## config.mk

```make
export PLATFORM = sky130hd
export DESIGN_NAME = flag_offset_loader
export DESIGN_NICKNAME = d
export VERILOG_FILES = /design/src/rtl/fol_pkg.sv /design/src/rtl/fol_strap.sv /design/src/rtl/fol_seq.sv /design/src/rtl/fol_regs.sv /design/src/rtl/fol_readback.sv /design/src/rtl/flag_offset_loader.sv
export SDC_FILE = /design/constraint.sdc
export NUM_CORES = 1
export LEC_CHECK = 0
export ABC_AREA = 1
export BUFFER_PORTS_ARGS = -buffer_cell sky130_fd_sc_hd__buf_2
export CAP_MARGIN = 5
export CORE_ASPECT_RATIO = 1.1
export CORE_MARGIN = 1
export CORE_UTILIZATION = 49
export DETAILED_ROUTE_END_ITERATION = 8
export PLACE_DENSITY = 0.76
export SLEW_MARGIN = 20
export SYNTH_ARGS = -nofsm -noshare
export SYNTH_HDL_FRONTEND = slang
export SYNTH_SLANG_ARGS = --single-unit
```

## constraint.sdc

```tcl
create_clock -name clk -period 1.35 [get_ports clk]
set_input_delay 0.27 -clock clk [delete_from_list [all_inputs] [get_ports clk]]
set_output_delay 0.27 -clock clk [all_outputs]
set_load 0.02 [all_outputs]
```

## src/rtl/fol_pkg.sv

```systemverilog
// Package: shared helpers for the flag offset loader.
// Assumes default thresholds are powers of two minus one.
package fol_pkg;

    // Default threshold for strap code k: 2^(k+3)-1
    function automatic logic [31:0] dflt_offset(input logic [2:0] k);
        return (32'd1 << (32'(k) + 32'd3)) - 32'd1;
    endfunction

endpackage

```

## src/rtl/fol_strap.sv

```systemverilog
// Module: captures the programming method while master reset is held.
// Assumes reset is held for at least one clock edge.
module fol_strap (
    input  logic clk,
    input  logic rst_n,
    input  logic cfg_load_n,
    output logic ser_mode
);

    // Sample the load strap during reset, freeze it afterwards
    always_ff @(posedge clk) begin
        if (!rst_n)
            ser_mode <= cfg_load_n;
    end

    AST_MODE_FROZEN: assert property (@(posedge clk) disable iff (!rst_n)
        1'b1 |=> $stable(ser_mode));

endmodule

```

## src/rtl/fol_seq.sv

```systemverilog
// Module: access sequencing - serial chain position, parallel write
// order and read order. Everything rewinds while load is high.
// Assumes ser_mode is stable outside reset.
module fol_seq #(
    parameter int OFF_W = 10,
    localparam int CHAIN = 2 * OFF_W,
    localparam int CW = $clog2(CHAIN)
) (
    input  logic          clk,
    input  logic          rst_n,
    input  logic          cfg_load_n,
    input  logic          ser_mode,
    input  logic          ser_en_n,
    input  logic          par_wr,
    input  logic          par_rd,
    output logic          ser_we,
    output logic [CW-1:0] ser_pos,
    output logic          par_we,
    output logic          wr_to_af,
    output logic          rd_go,
    output logic          rd_from_af
);

    localparam logic [CW-1:0] LAST = CW'(CHAIN - 1);

    // Qualified strobes: method gating and load gating
    always_comb begin
        ser_we = ser_mode && !cfg_load_n && !ser_en_n;
        par_we = !ser_mode && !cfg_load_n && par_wr;
        rd_go  = !cfg_load_n && par_rd;
    end

    // Serial chain position, wraps after the last bit
    always_ff @(posedge clk) begin
        if (!rst_n || cfg_load_n)
            ser_pos <= '0;
        else if (ser_we)
            ser_pos <= (ser_pos == LAST) ? '0 : ser_pos + 1'b1;
    end

    // Alternating parallel write target
    always_ff @(posedge clk) begin
        if (!rst_n || cfg_load_n)
            wr_to_af <= 1'b0;
        else if (par_we)
            wr_to_af <= !wr_to_af;
    end

    // Alternating readback source
    always_ff @(posedge clk) begin
        if (!rst_n || cfg_load_n)
            rd_from_af <= 1'b0;
        else if (rd_go)
            rd_from_af <= !rd_from_af;
    end

    AST_REWIND_ON_LOAD_HIGH: assert property (@(posedge clk) disable iff (!rst_n)
        cfg_load_n |=> (ser_pos == '0 && !wr_to_af && !rd_from_af));
    AST_POS_IN_RANGE: assert property (@(posedge clk) disable iff (!rst_n)
        ser_pos <= LAST);
    AST_POS_PAUSED: assert property (@(posedge clk) disable iff (!rst_n)
        (ser_en_n && !cfg_load_n) |=> $stable(ser_pos));

endmodule

```

## src/rtl/fol_regs.sv

```systemverilog
// Module: the two threshold registers with default load, bit-serial
// update and word-parallel update. Assumes at most one of ser_we and
// par_we is high (method gating upstream guarantees it).
module fol_regs #(
    parameter int OFF_W = 10,
    localparam int CHAIN = 2 * OFF_W,
    localparam int CW = $clog2(CHAIN)
) (
    input  logic             clk,
    input  logic             rst_n,
    input  logic             cfg_load_n,
    input  logic [1:0]       cfg_sel,
    input  logic             ser_en_n,
    input  logic             par_wr,
    input  logic             ser_mode,
    input  logic             ser_we,
    input  logic [CW-1:0]    ser_pos,
    input  logic             ser_din,
    input  logic             par_we,
    input  logic             wr_to_af,
    input  logic [OFF_W-1:0] par_din,
    output logic [OFF_W-1:0] ae_q,
    output logic [OFF_W-1:0] af_q
);

    logic [OFF_W-1:0] ae_hit, af_hit;
    logic [OFF_W-1:0] ae_d, af_d;
    logic [2:0]       dflt_code;
    logic [OFF_W-1:0] dflt_val;

    // One-hot bit select per register: position p hits bit OFF_W-1-p
    for (genvar b = 0; b < OFF_W; b++) begin : g_hit
        assign ae_hit[b] = ser_we && (ser_pos == CW'(OFF_W - 1 - b));
        assign af_hit[b] = ser_we && (ser_pos == CW'(CHAIN - 1 - b));
    end

    // Default pair selected by the three strap bits
    always_comb begin
        dflt_code = {cfg_load_n, cfg_sel};
        dflt_val  = OFF_W'(fol_pkg::dflt_offset(dflt_code));
    end

    // Next-state mux: parallel word or serial bit merge
    always_comb begin
        ae_d = (ae_q & ~ae_hit) | (ae_hit & {OFF_W{ser_din}});
        af_d = (af_q & ~af_hit) | (af_hit & {OFF_W{ser_din}});
        if (par_we && !wr_to_af) ae_d = par_din;
        if (par_we &&  wr_to_af) af_d = par_din;
    end

    // Register update with default load during reset
    always_ff @(posedge clk) begin
        if (!rst_n) begin
            ae_q <= dflt_val;
            af_q <= dflt_val;
        end else begin
            ae_q <= ae_d;
            af_q <= af_d;
        end
    end

    AST_ONE_BIT_PER_EDGE: assert property (@(posedge clk) disable iff (!rst_n)
        $onehot0({ae_hit, af_hit}));
    AST_LOAD_HIGH_HOLD: assert property (@(posedge clk) disable iff (!rst_n)
        cfg_load_n |=> ($stable(ae_q) && $stable(af_q)));
    AST_SERIAL_BLOCKS_PAR: assert property (@(posedge clk) disable iff (!rst_n)
        (ser_mode && ser_en_n) |=> ($stable(ae_q) && $stable(af_q)));
    AST_PAR_BLOCKS_SER: assert property (@(posedge clk) disable iff (!rst_n)
        (!ser_mode && !par_wr) |=> ($stable(ae_q) && $stable(af_q)));

endmodule

```

## src/rtl/fol_readback.sv

```systemverilog
// Module: registered word-parallel readback, returning the value held
// before any same-edge write. Assumes rd_from_af alternates per read.
module fol_readback #(
    parameter int OFF_W = 10
) (
    input  logic             clk,
    input  logic             rst_n,
    input  logic             rd_go,
    input  logic             rd_from_af,
    input  logic [OFF_W-1:0] ae_q,
    input  logic [OFF_W-1:0] af_q,
    output logic [OFF_W-1:0] rd_data
);

    // Capture the selected register on a qualified read
    always_ff @(posedge clk) begin
        if (!rst_n)
            rd_data <= '0;
        else if (rd_go)
            rd_data <= rd_from_af ? af_q : ae_q;
    end

    AST_RD_HOLD: assert property (@(posedge clk) disable iff (!rst_n)
        !rd_go |=> $stable(rd_data));

endmodule

```

## src/rtl/flag_offset_loader.sv

```systemverilog
// Module: top of the almost-empty/almost-full threshold loader.
// Strap capture, access sequencing, storage and readback are separate
// blocks. Single clock; all strap decoding happens while rst_n is low.
module flag_offset_loader #(
    parameter int OFF_W = 10,
    localparam int CW = $clog2(2 * OFF_W)
) (
    input  logic             clk,
    input  logic             rst_n,
    input  logic             cfg_load_n,
    input  logic [1:0]       cfg_sel,
    input  logic             ser_en_n,
    input  logic             ser_din,
    input  logic             par_wr,
    input  logic [OFF_W-1:0] par_din,
    input  logic             par_rd,
    output logic [OFF_W-1:0] rd_data,
    output logic [OFF_W-1:0] ae_offset,
    output logic [OFF_W-1:0] af_offset,
    output logic             ser_mode
);

    logic          ser_we, par_we, wr_to_af, rd_go, rd_from_af;
    logic [CW-1:0] ser_pos;

    fol_strap u_strap (
        .clk        (clk),
        .rst_n      (rst_n),
        .cfg_load_n (cfg_load_n),
        .ser_mode   (ser_mode)
    );

    fol_seq #(.OFF_W(OFF_W)) u_seq (
        .clk        (clk),
        .rst_n      (rst_n),
        .cfg_load_n (cfg_load_n),
        .ser_mode   (ser_mode),
        .ser_en_n   (ser_en_n),
        .par_wr     (par_wr),
        .par_rd     (par_rd),
        .ser_we     (ser_we),
        .ser_pos    (ser_pos),
        .par_we     (par_we),
        .wr_to_af   (wr_to_af),
        .rd_go      (rd_go),
        .rd_from_af (rd_from_af)
    );

    fol_regs #(.OFF_W(OFF_W)) u_regs (
        .clk        (clk),
        .rst_n      (rst_n),
        .cfg_load_n (cfg_load_n),
        .cfg_sel    (cfg_sel),
        .ser_en_n   (ser_en_n),
        .par_wr     (par_wr),
        .ser_mode   (ser_mode),
        .ser_we     (ser_we),
        .ser_pos    (ser_pos),
        .ser_din    (ser_din),
        .par_we     (par_we),
        .wr_to_af   (wr_to_af),
        .par_din    (par_din),
        .ae_q       (ae_offset),
        .af_q       (af_offset)
    );

    fol_readback #(.OFF_W(OFF_W)) u_rb (
        .clk        (clk),
        .rst_n      (rst_n),
        .rd_go      (rd_go),
        .rd_from_af (rd_from_af),
        .ae_q       (ae_offset),
        .af_q       (af_offset),
        .rd_data    (rd_data)
    );

endmodule

```

==> flow_summary.toml, run 1 <==
[synthesis]
synth.avg_cell_area_um2 = 7.17
yosysWarnings = 0
ys_ff_latch = 38
ys_seq_area_share_pct = 40.9
synth_cell_types = 26
syn_inst = 331
synth_area_mm2 = 0.00237

[clock_tree]
cts.sinks = 38
insertion_delay_ns = 0.30
cts-hold-fix-buffers = 0
clk_pin_slew_worst_paths_ns = 0.07
cts_tree = "yes"
clockBufferDepth = 2
h-tree-depth = 2
cts_root_buf = "clkbuf_8"
numCtsBuffers = 5

[sta]
period_share_pct = 108
layout_setup_ws_ns = -0.104
setup_viol = 38
fin_crit_ns = 1.45
hold_ws_ns = 0.256
rsz0062_at_grt = "yes"
finalHoldViolCount = 0
fin_skew_ns = 0.00846
setup_tns_ns = -1.91
drv_slew = 0
timing.fmax_mhz = 688

[drt]
drtPass1Iterations = 5
wl_met3_um = 493
wl_met1_um = 2790
ant_nets = 0
via_count = 2610
route.top_layer_used = "met4"
wl_met2_um = 3480
vias_per_cell = 5.48
wl_per_cell_um = 14.7
drtIter0Drc = 168
drc_errors = 0
drt_wl_total_um = 6990

[power_and_ir_drop]
fin_total_pwr_mw = 2.64
p_per_area_mw_per_mm2 = 808
ir_drop_mv = 0.334
p_leak_nw = 1.51

[global_routing]
grt_pass1_vias = 2179
track_usage_pct = 25.8
antenna_found_initial = 0
grt_overflow_total = 0
grt_max_degree = 26
grt_pass1_wl_um = 9720

[setup_path]
cp-end-kind = "output pin"
worstSetupStartpoint = "u_strap.ser_mode"
rrSetupSlack_ns = -0.10
path_max_fanout = 3
r2r_start = "u_strap.ser_mode"
critPathKind = "flip-flop to output pin"
endpoint = "ser_mode"
worstSetupStartpointType = "flip-flop"
r2r_cells = 6
crit_arrival_ns = 1.18
required_ns = 1.08

[place]
placed_area_mm2 = 0.00289
place_ws_ns = -0.163
dpl.cell_count = 458
gp_congestion = 0.923
io_buffer_count = 49
dp_hpwl_um = 4730

[floorplan]
start_util_pct = 51.0
fp.dieW_um = 68.3
die-area_mm2 = 0.00512
ioPinCount = 50
dieHeight_um = 75.0
rows = 26
core_area_mm2 = 0.00465

[finish]
syn_to_final_growth_pct = 37.8
multiInputGateArea_mm2 = 0.00142
diodes = 0
register_area_um2 = 977
layout_common_cells = "nand2_1 (120), buf_2 (48), buf_4 (40), nand3_1 (25), edfxtp_1 (21)"
mostFrequentLayoutCell = "nand2_1"
drive_above_1_share_pct = 38.6
nNetsFinal = 444
final_cell_area_mm2 = 0.00327
final_cells = 476
fin_util_pct = 70.3
fillCellCount = 395

[run_status]
violations = "setup timing"
outcome = "finished with violations"

[hold_path]
hold_depth = 1
min_path_type = "input pin to flip-flop"

[run]
maxCapViolations = 0
## cell type report
type,count,area share [%]
multi-input cells,259,43.5
inverters,20,2.45
flip-flops and latches,38,29.9
well taps,56,2.14
clock buffers,6,2.22
repair buffers,95,19.5
clock inverters,2,0.306
## critical path, stage by stage, from the launching register on
cell and delay [ns]:
edfxtp_1 0.46, buf_6 0.18, buf_4 0.13, buf_6 0.12
## synthesized netlist by cell type
| master | count | area share (%) |
|---|---|---|
| xor2_1 | 1 | 0.37 |
| nand2_1 | 126 | 20 |
| clkbuf_1 | 5 | 0.79 |
| o31ai_1 | 1 | 0.32 |
| nand2_2 | 10 | 2.6 |
| o21ai_0 | 22 | 4.6 |
| a21oi_1 | 6 | 1.3 |
| a31oi_1 | 11 | 2.9 |
| nand3_1 | 28 | 5.9 |
| or2_2 | 1 | 0.26 |
| edfxtp_1 | 21 | 27 |
| dfxtp_1 | 17 | 14 |
| ha_1 | 6 | 3.2 |
| nand4_1 | 6 | 1.6 |
| buf_2 | 6 | 1.3 |
| nand3b_1 | 1 | 0.32 |
| buf_6 | 4 | 1.9 |
| buf_4 | 2 | 0.63 |
| conb_1 | 1 | 0.16 |
| nor3_1 | 5 | 1.1 |
| nor2_1 | 23 | 3.6 |
| nor2_2 | 3 | 0.79 |
| nor2_4 | 4 | 1.9 |
| inv_2 | 3 | 0.47 |
| nand3b_2 | 1 | 0.47 |
| inv_1 | 17 | 2.7 |
## layer usage
| layer | track usage, % | vias to the layer above |
|---|---|---|
| li1 | - | 1264 |
| met3 | 5.30 | 23 |
| met4 | 13.0 | 0 |
| met1 | 32.2 | 1182 |
| met5 | 0 | - |
| met2 | 41.9 | 141 |
## power breakdown
group	internal (mW)	switching, mW
Sequential	1.30	0.0356
Clock	0.358	0.420
Combinational	0.192	0.340
## what timing repair did
action / 4_1_cts / 5_1_grt
setup endpoints to repair: 40 / 41
pin swaps: 1 / 20
setup buffers: 1 / 8
gates cloned: 0 / 3
resized for setup: 18 / 47
## worst min path at each step
stage / start / endpoint / slack (ns)
2_1_floorplan: cfg_load_n / u_strap.ser_mode / 0.37
3_3_place_gp: u_seq.ser_pos[1] / u_seq.ser_pos[1] / 0.49
3_5_place_dp: u_seq.ser_pos[1] / u_seq.ser_pos[1] / 0.50
4_1_cts: cfg_load_n / u_strap.ser_mode / 0.22
5_1_grt: cfg_load_n / u_strap.ser_mode / 0.26
6_report: cfg_load_n / u_strap.ser_mode / 0.26
## cells by family after synthesis
kind of cell / Yosys count / synth area share, %
xor+xnor: 1 / 0.369
flops: 38 / 40.9
buf+inv: 37 / 7.75
simple gates: 208 / 38.5
other cells: 1 / 0.158
compound gates: 40 / 9.12
fa+ha+maj: 6 / 3.16
(Power assumes the default switching activity.)
==> run 2, diff against run 1 <==
--- a/config.mk
+++ b/config.mk
@@ -6,13 +6,13 @@
 export NUM_CORES = 1
 export LEC_CHECK = 0
 export ABC_AREA = 1
-export BUFFER_PORTS_ARGS = -buffer_cell sky130_fd_sc_hd__buf_2
 export CAP_MARGIN = 5
 export CORE_ASPECT_RATIO = 1.1
 export CORE_MARGIN = 1
-export CORE_UTILIZATION = 49
+export CORE_UTILIZATION = 52
 export DETAILED_ROUTE_END_ITERATION = 8
-export PLACE_DENSITY = 0.76
+export DONT_BUFFER_PORTS = 1
+export PLACE_DENSITY = 0.75
 export SLEW_MARGIN = 20
 export SYNTH_ARGS = -nofsm -noshare
 export SYNTH_HDL_FRONTEND = slang
==> flow_summary.toml, run 2 (synthesis results as in run 1) <==
[run_status]
outcome = "finished with violations"
violations = "setup timing"

[clock_tree]
cts_tree = "yes"
cts_root_buf = "clkbuf_8"
cts-hold-fix-buffers = 0
numCtsBuffers = 5
clk_pin_slew_worst_paths_ns = 0.08
h-tree-depth = 2
insertion_delay_ns = 0.30
cts.sinks = 38
clockBufferDepth = 2

[finish]
mostFrequentLayoutCell = "nand2_1"
nNetsFinal = 383
final_cell_area_mm2 = 0.00291
fin_util_pct = 66.8
fillCellCount = 374
diodes = 0
layout_common_cells = "nand2_1 (121), buf_4 (30), nand3_1 (27), edfxtp_1 (21), nor2_1 (18)"
multiInputGateArea_mm2 = 0.00134
syn_to_final_growth_pct = 22.5
drive_above_1_share_pct = 25.6
register_area_um2 = 981

[setup_path]
worstSetupStartpointType = "flip-flop"
cp-end-kind = "flip-flop"
crit_arrival_ns = 1.42
critPathKind = "flip-flop to flip-flop"
required_ns = 1.35
path_max_fanout = 10

[drt]
drc_errors = 0
via_count = 2327
drtPass1Iterations = 5
wl_per_cell_um = 15.5
drtIter0Drc = 163
ant_nets = 0
drt_wl_total_um = 6410
vias_per_cell = 5.63

[floorplan]
dieHeight_um = 72.8
die-area_mm2 = 0.00484
ioPinCount = 50
core_area_mm2 = 0.00435
rows = 25
start_util_pct = 54.6
fp.dieW_um = 66.4

[sta]
setup_viol = 40
layout_setup_ws_ns = -0.0759
fin_skew_ns = 0.00196
period_share_pct = 106
timing.fmax_mhz = 701
finalHoldViolCount = 0
drv_slew = 0
hold_ws_ns = 0.0615
fin_crit_ns = 1.43
rsz0062_at_grt = "yes"

[power_and_ir_drop]
fin_total_pwr_mw = 2.89
p_leak_nw = 1.26
p_per_area_mw_per_mm2 = 996
ir_drop_mv = 0.430

[place]
gp_congestion = 0.890
place_ws_ns = -0.0836
placed_area_mm2 = 0.00259
io_buffer_count = 0
dp_hpwl_um = 4510

[global_routing]
grt_pass1_vias = 2210
grt_max_degree = 36
track_usage_pct = 27.9
grt_pass1_wl_um = 10100
grt_overflow_total = 0
antenna_found_initial = 0

[hold_path]
min_path_type = "input pin to flip-flop"

[run]
maxCapViolations = 0
-- run 2: cell count changes in the layout (fill, tap and decap cells not counted), sizes merged --
cell / change
nor2: -1
buf: -60
bufinv: +2
clkinv: -2
-- run 2: worst max-delay path, stage by stage, from the launching register on --
cell      delay, ns
edfxtp_1       0.47
nor2_4         0.17
nand2_4        0.12
o21ai_4        0.17
inv_4          0.09
o21ai_0        0.11
-- run 2: final cells by class --
type                    instances  share of cell area, %
multi-input cells             258                   46.2
flip-flops and latches         38                   33.8
repair buffers                 35                   9.99
clock buffers                   6                   2.84
inverters                      20                   2.84
well taps                      54                   2.33
clock inverters                 2                   2.07
-- run 2: routing by layer --
layer / wire, um / GRT usage (%) / vias up
li1: - / - / 1138
met1: 2510 / 33.1 / 1073
met2: 3230 / 48.2 / 98
met3: 503 / 6.09 / 18
met4: 169 / 12.3 / 0
met5: 0 / 0 / -
-- run 2: through the flow --
step	instances	setup TNS, ns
finish	413	-1.43
floorplan	332	-0.834
global placement	402	-0.485
detailed placement	402	-0.803
global route	413	-4.06
CTS	410	-0.437
-- run 2: final timing paths --
check | from | end | slack (ns) | depth (start not counted)
setup reg to reg | u_strap.ser_mode | flip-flop | -0.08 | 5
hold reg to reg | u_seq.ser_pos[1] | u_seq.ser_pos[1] | 0.52 | 2
setup / recovery | u_strap.ser_mode | flip-flop | -0.08 | 5
hold / removal | cfg_load_n | u_strap.ser_mode | 0.06 | 0
-- run 2: power by group --
part	switching (mW)	internal, mW	leakage, nW
Sequential	0.122	1.30	0.356
Clock	0.436	0.788	0.0714
Combinational	0.158	0.0935	0.828
-- run 2: repair_timing --
item | in CTS | in global routing
pin swaps | 2 | 5
gates cloned | 0 | 1
buffers inserted | 0 | 2
hold endpoints to repair | 0 | 0
endpoints found under the setup margin | 34 | 41
gates resized for setup | 25 | 21
==> run 3, diff against run 2 <==
==> constraint.sdc (replaced) <==
create_clock -name clk -period 1.3 [get_ports clk]
set_input_delay 0.26 -clock clk [delete_from_list [all_inputs] [get_ports clk]]
set_output_delay 0.26 -clock clk [all_outputs]
set_load 0.02 [all_outputs]
==> flow_summary.toml, run 3 (synthesis results as in run 1) <==
[setup_path]
path_max_fanout = 5
crit_arrival_ns = 1.53
required_ns = 1.32
worstSetupStartpoint = "u_strap.ser_mode"
cpMaxStageDelayCell = "edfxtp_1"
cp.buffers_inverters = 1
crit_family = "flip-flops"
critPathMaxStageDelay_ns = 0.46
crit_chain = "nor2_4, nand2_4, o21ai_4, clkinvlp_4, nand2_1"
worstSetupStartpointType = "flip-flop"
critPathKind = "flip-flop to flip-flop"
cp-end-kind = "flip-flop"
r2r_start = "u_strap.ser_mode"

[clock_tree]
cts_root_buf = "clkbuf_8"
numCtsBuffers = 5
clk_pin_slew_worst_paths_ns = 0.08
cts.sinks = 38
h-tree-depth = 2
cts_tree = "yes"
insertion_delay_ns = 0.30
clockBufferDepth = 2

[global_routing]
track_usage_pct = 26.5
grt_pass1_vias = 2064
antenna_found_initial = 0
grt_overflow_total = 0
grt_max_degree = 36
grt_pass1_wl_um = 9570

[finish]
layout_common_cells = "nand2_1 (119), buf_4 (32), nand3_1 (26), edfxtp_1 (21), nor2_1 (18)"
multiInputGateArea_mm2 = 0.00137
mostFrequentLayoutCell = "nand2_1"
fillCellCount = 340
diodes = 0
fin_util_pct = 69.4
final_cell_area_mm2 = 0.00302
register_area_um2 = 980
syn_to_final_growth_pct = 27.3
nNetsFinal = 388
drive_above_1_share_pct = 28.3

[place]
gp_congestion = 0.904
dp_hpwl_um = 4260
io_buffer_count = 0
placed_area_mm2 = 0.00261
place_ws_ns = -0.134

[drt]
wl_per_cell_um = 15.4
drtPass1Iterations = 6
drt_wl_total_um = 6420
vias_per_cell = 5.67
drc_errors = 0
drtIter0Drc = 262
ant_nets = 0
via_count = 2368

[sta]
period_share_pct = 116
finalHoldViolCount = 0
timing.fmax_mhz = 661
fin_skew_ns = 0.00954
setup_viol = 44
hold_ws_ns = 0.0488
drv_slew = 0
rsz0062_at_grt = "yes"
layout_setup_ws_ns = -0.213
fin_crit_ns = 1.51

[floorplan]
rows = 25
dieHeight_um = 72.8
fp.dieW_um = 66.4
die-area_mm2 = 0.00484
start_util_pct = 54.6
core_area_mm2 = 0.00435
ioPinCount = 50

[hold_path]
min-delay-start = "cfg_load_n"
min_path_type = "input pin to flip-flop"

[run]
maxCapViolations = 0

[power_and_ir_drop]
fin_total_pwr_mw = 3.02
p_leak_nw = 1.30
p_per_area_mw_per_mm2 = 1000
ir_drop_mv = 0.604

[run_status]
outcome = "finished with violations"
violations = "setup timing"
## run 3: area by class of cell
type                    instances  area share [%]
multi-input cells             257            45.4
flip-flops and latches         38            32.4
repair buffers                 40            12.4
clock buffers                   6            2.74
inverters                      20            2.57
well taps                      54            2.24
clock inverters                 2            1.99
repair inverters                1           0.249
## run 3: stage by stage
stage / setup TNS [ns] / cells
detailed placement: -2.53 / 402
CTS: -2.85 / 412
floorplan: -2.14 / 332
global route: -7.92 / 418
finish: -5.27 / 418
global placement: -2.05 / 402
## run 3: worst reg2reg max path: stages (launching register included)
cell and delay [ns]:
edfxtp_1 0.46, nor2_4 0.14, nand2_4 0.09, o21ai_4 0.22
clkinvlp_4 0.20, nand2_1 0.11
## run 3: timing repair
item | 4_1_cts | 5_1_grt
pin swaps | 1 | 16
buffers inserted | 2 | 4
setup endpoints to repair | 42 | 43
gates cloned | 0 | 2
hold buffers | 0 | 0
gates resized for setup | 17 | 39
## run 3: worst paths after layout
kind                      endpoint  slack [ns]  cells past startpoint
setup reg to reg         flip-flop       -0.21                      5
setup / recovery         flip-flop       -0.21                      5
hold / removal    u_strap.ser_mode        0.05                      0
hold reg to reg   u_seq.ser_pos[4]        0.57                      2
## run 3: layer usage
layer  global-route usage, %  vias up  wire length (um)  share of wire (%)
li1                        -     1144                 -                  -
met5                       0        -                 0                  0
met3                    5.78       20               549                8.6
met2                    44.7      118              3200                 50
met4                    9.69        0               170                2.6
met1                    33.0     1086              2500                 39
## run 3: power by group
group / switching, mW / internal, mW
registers: 0.123 / 1.35
clock network: 0.441 / 0.819
logic: 0.175 / 0.118
total: 0.739 / 2.28
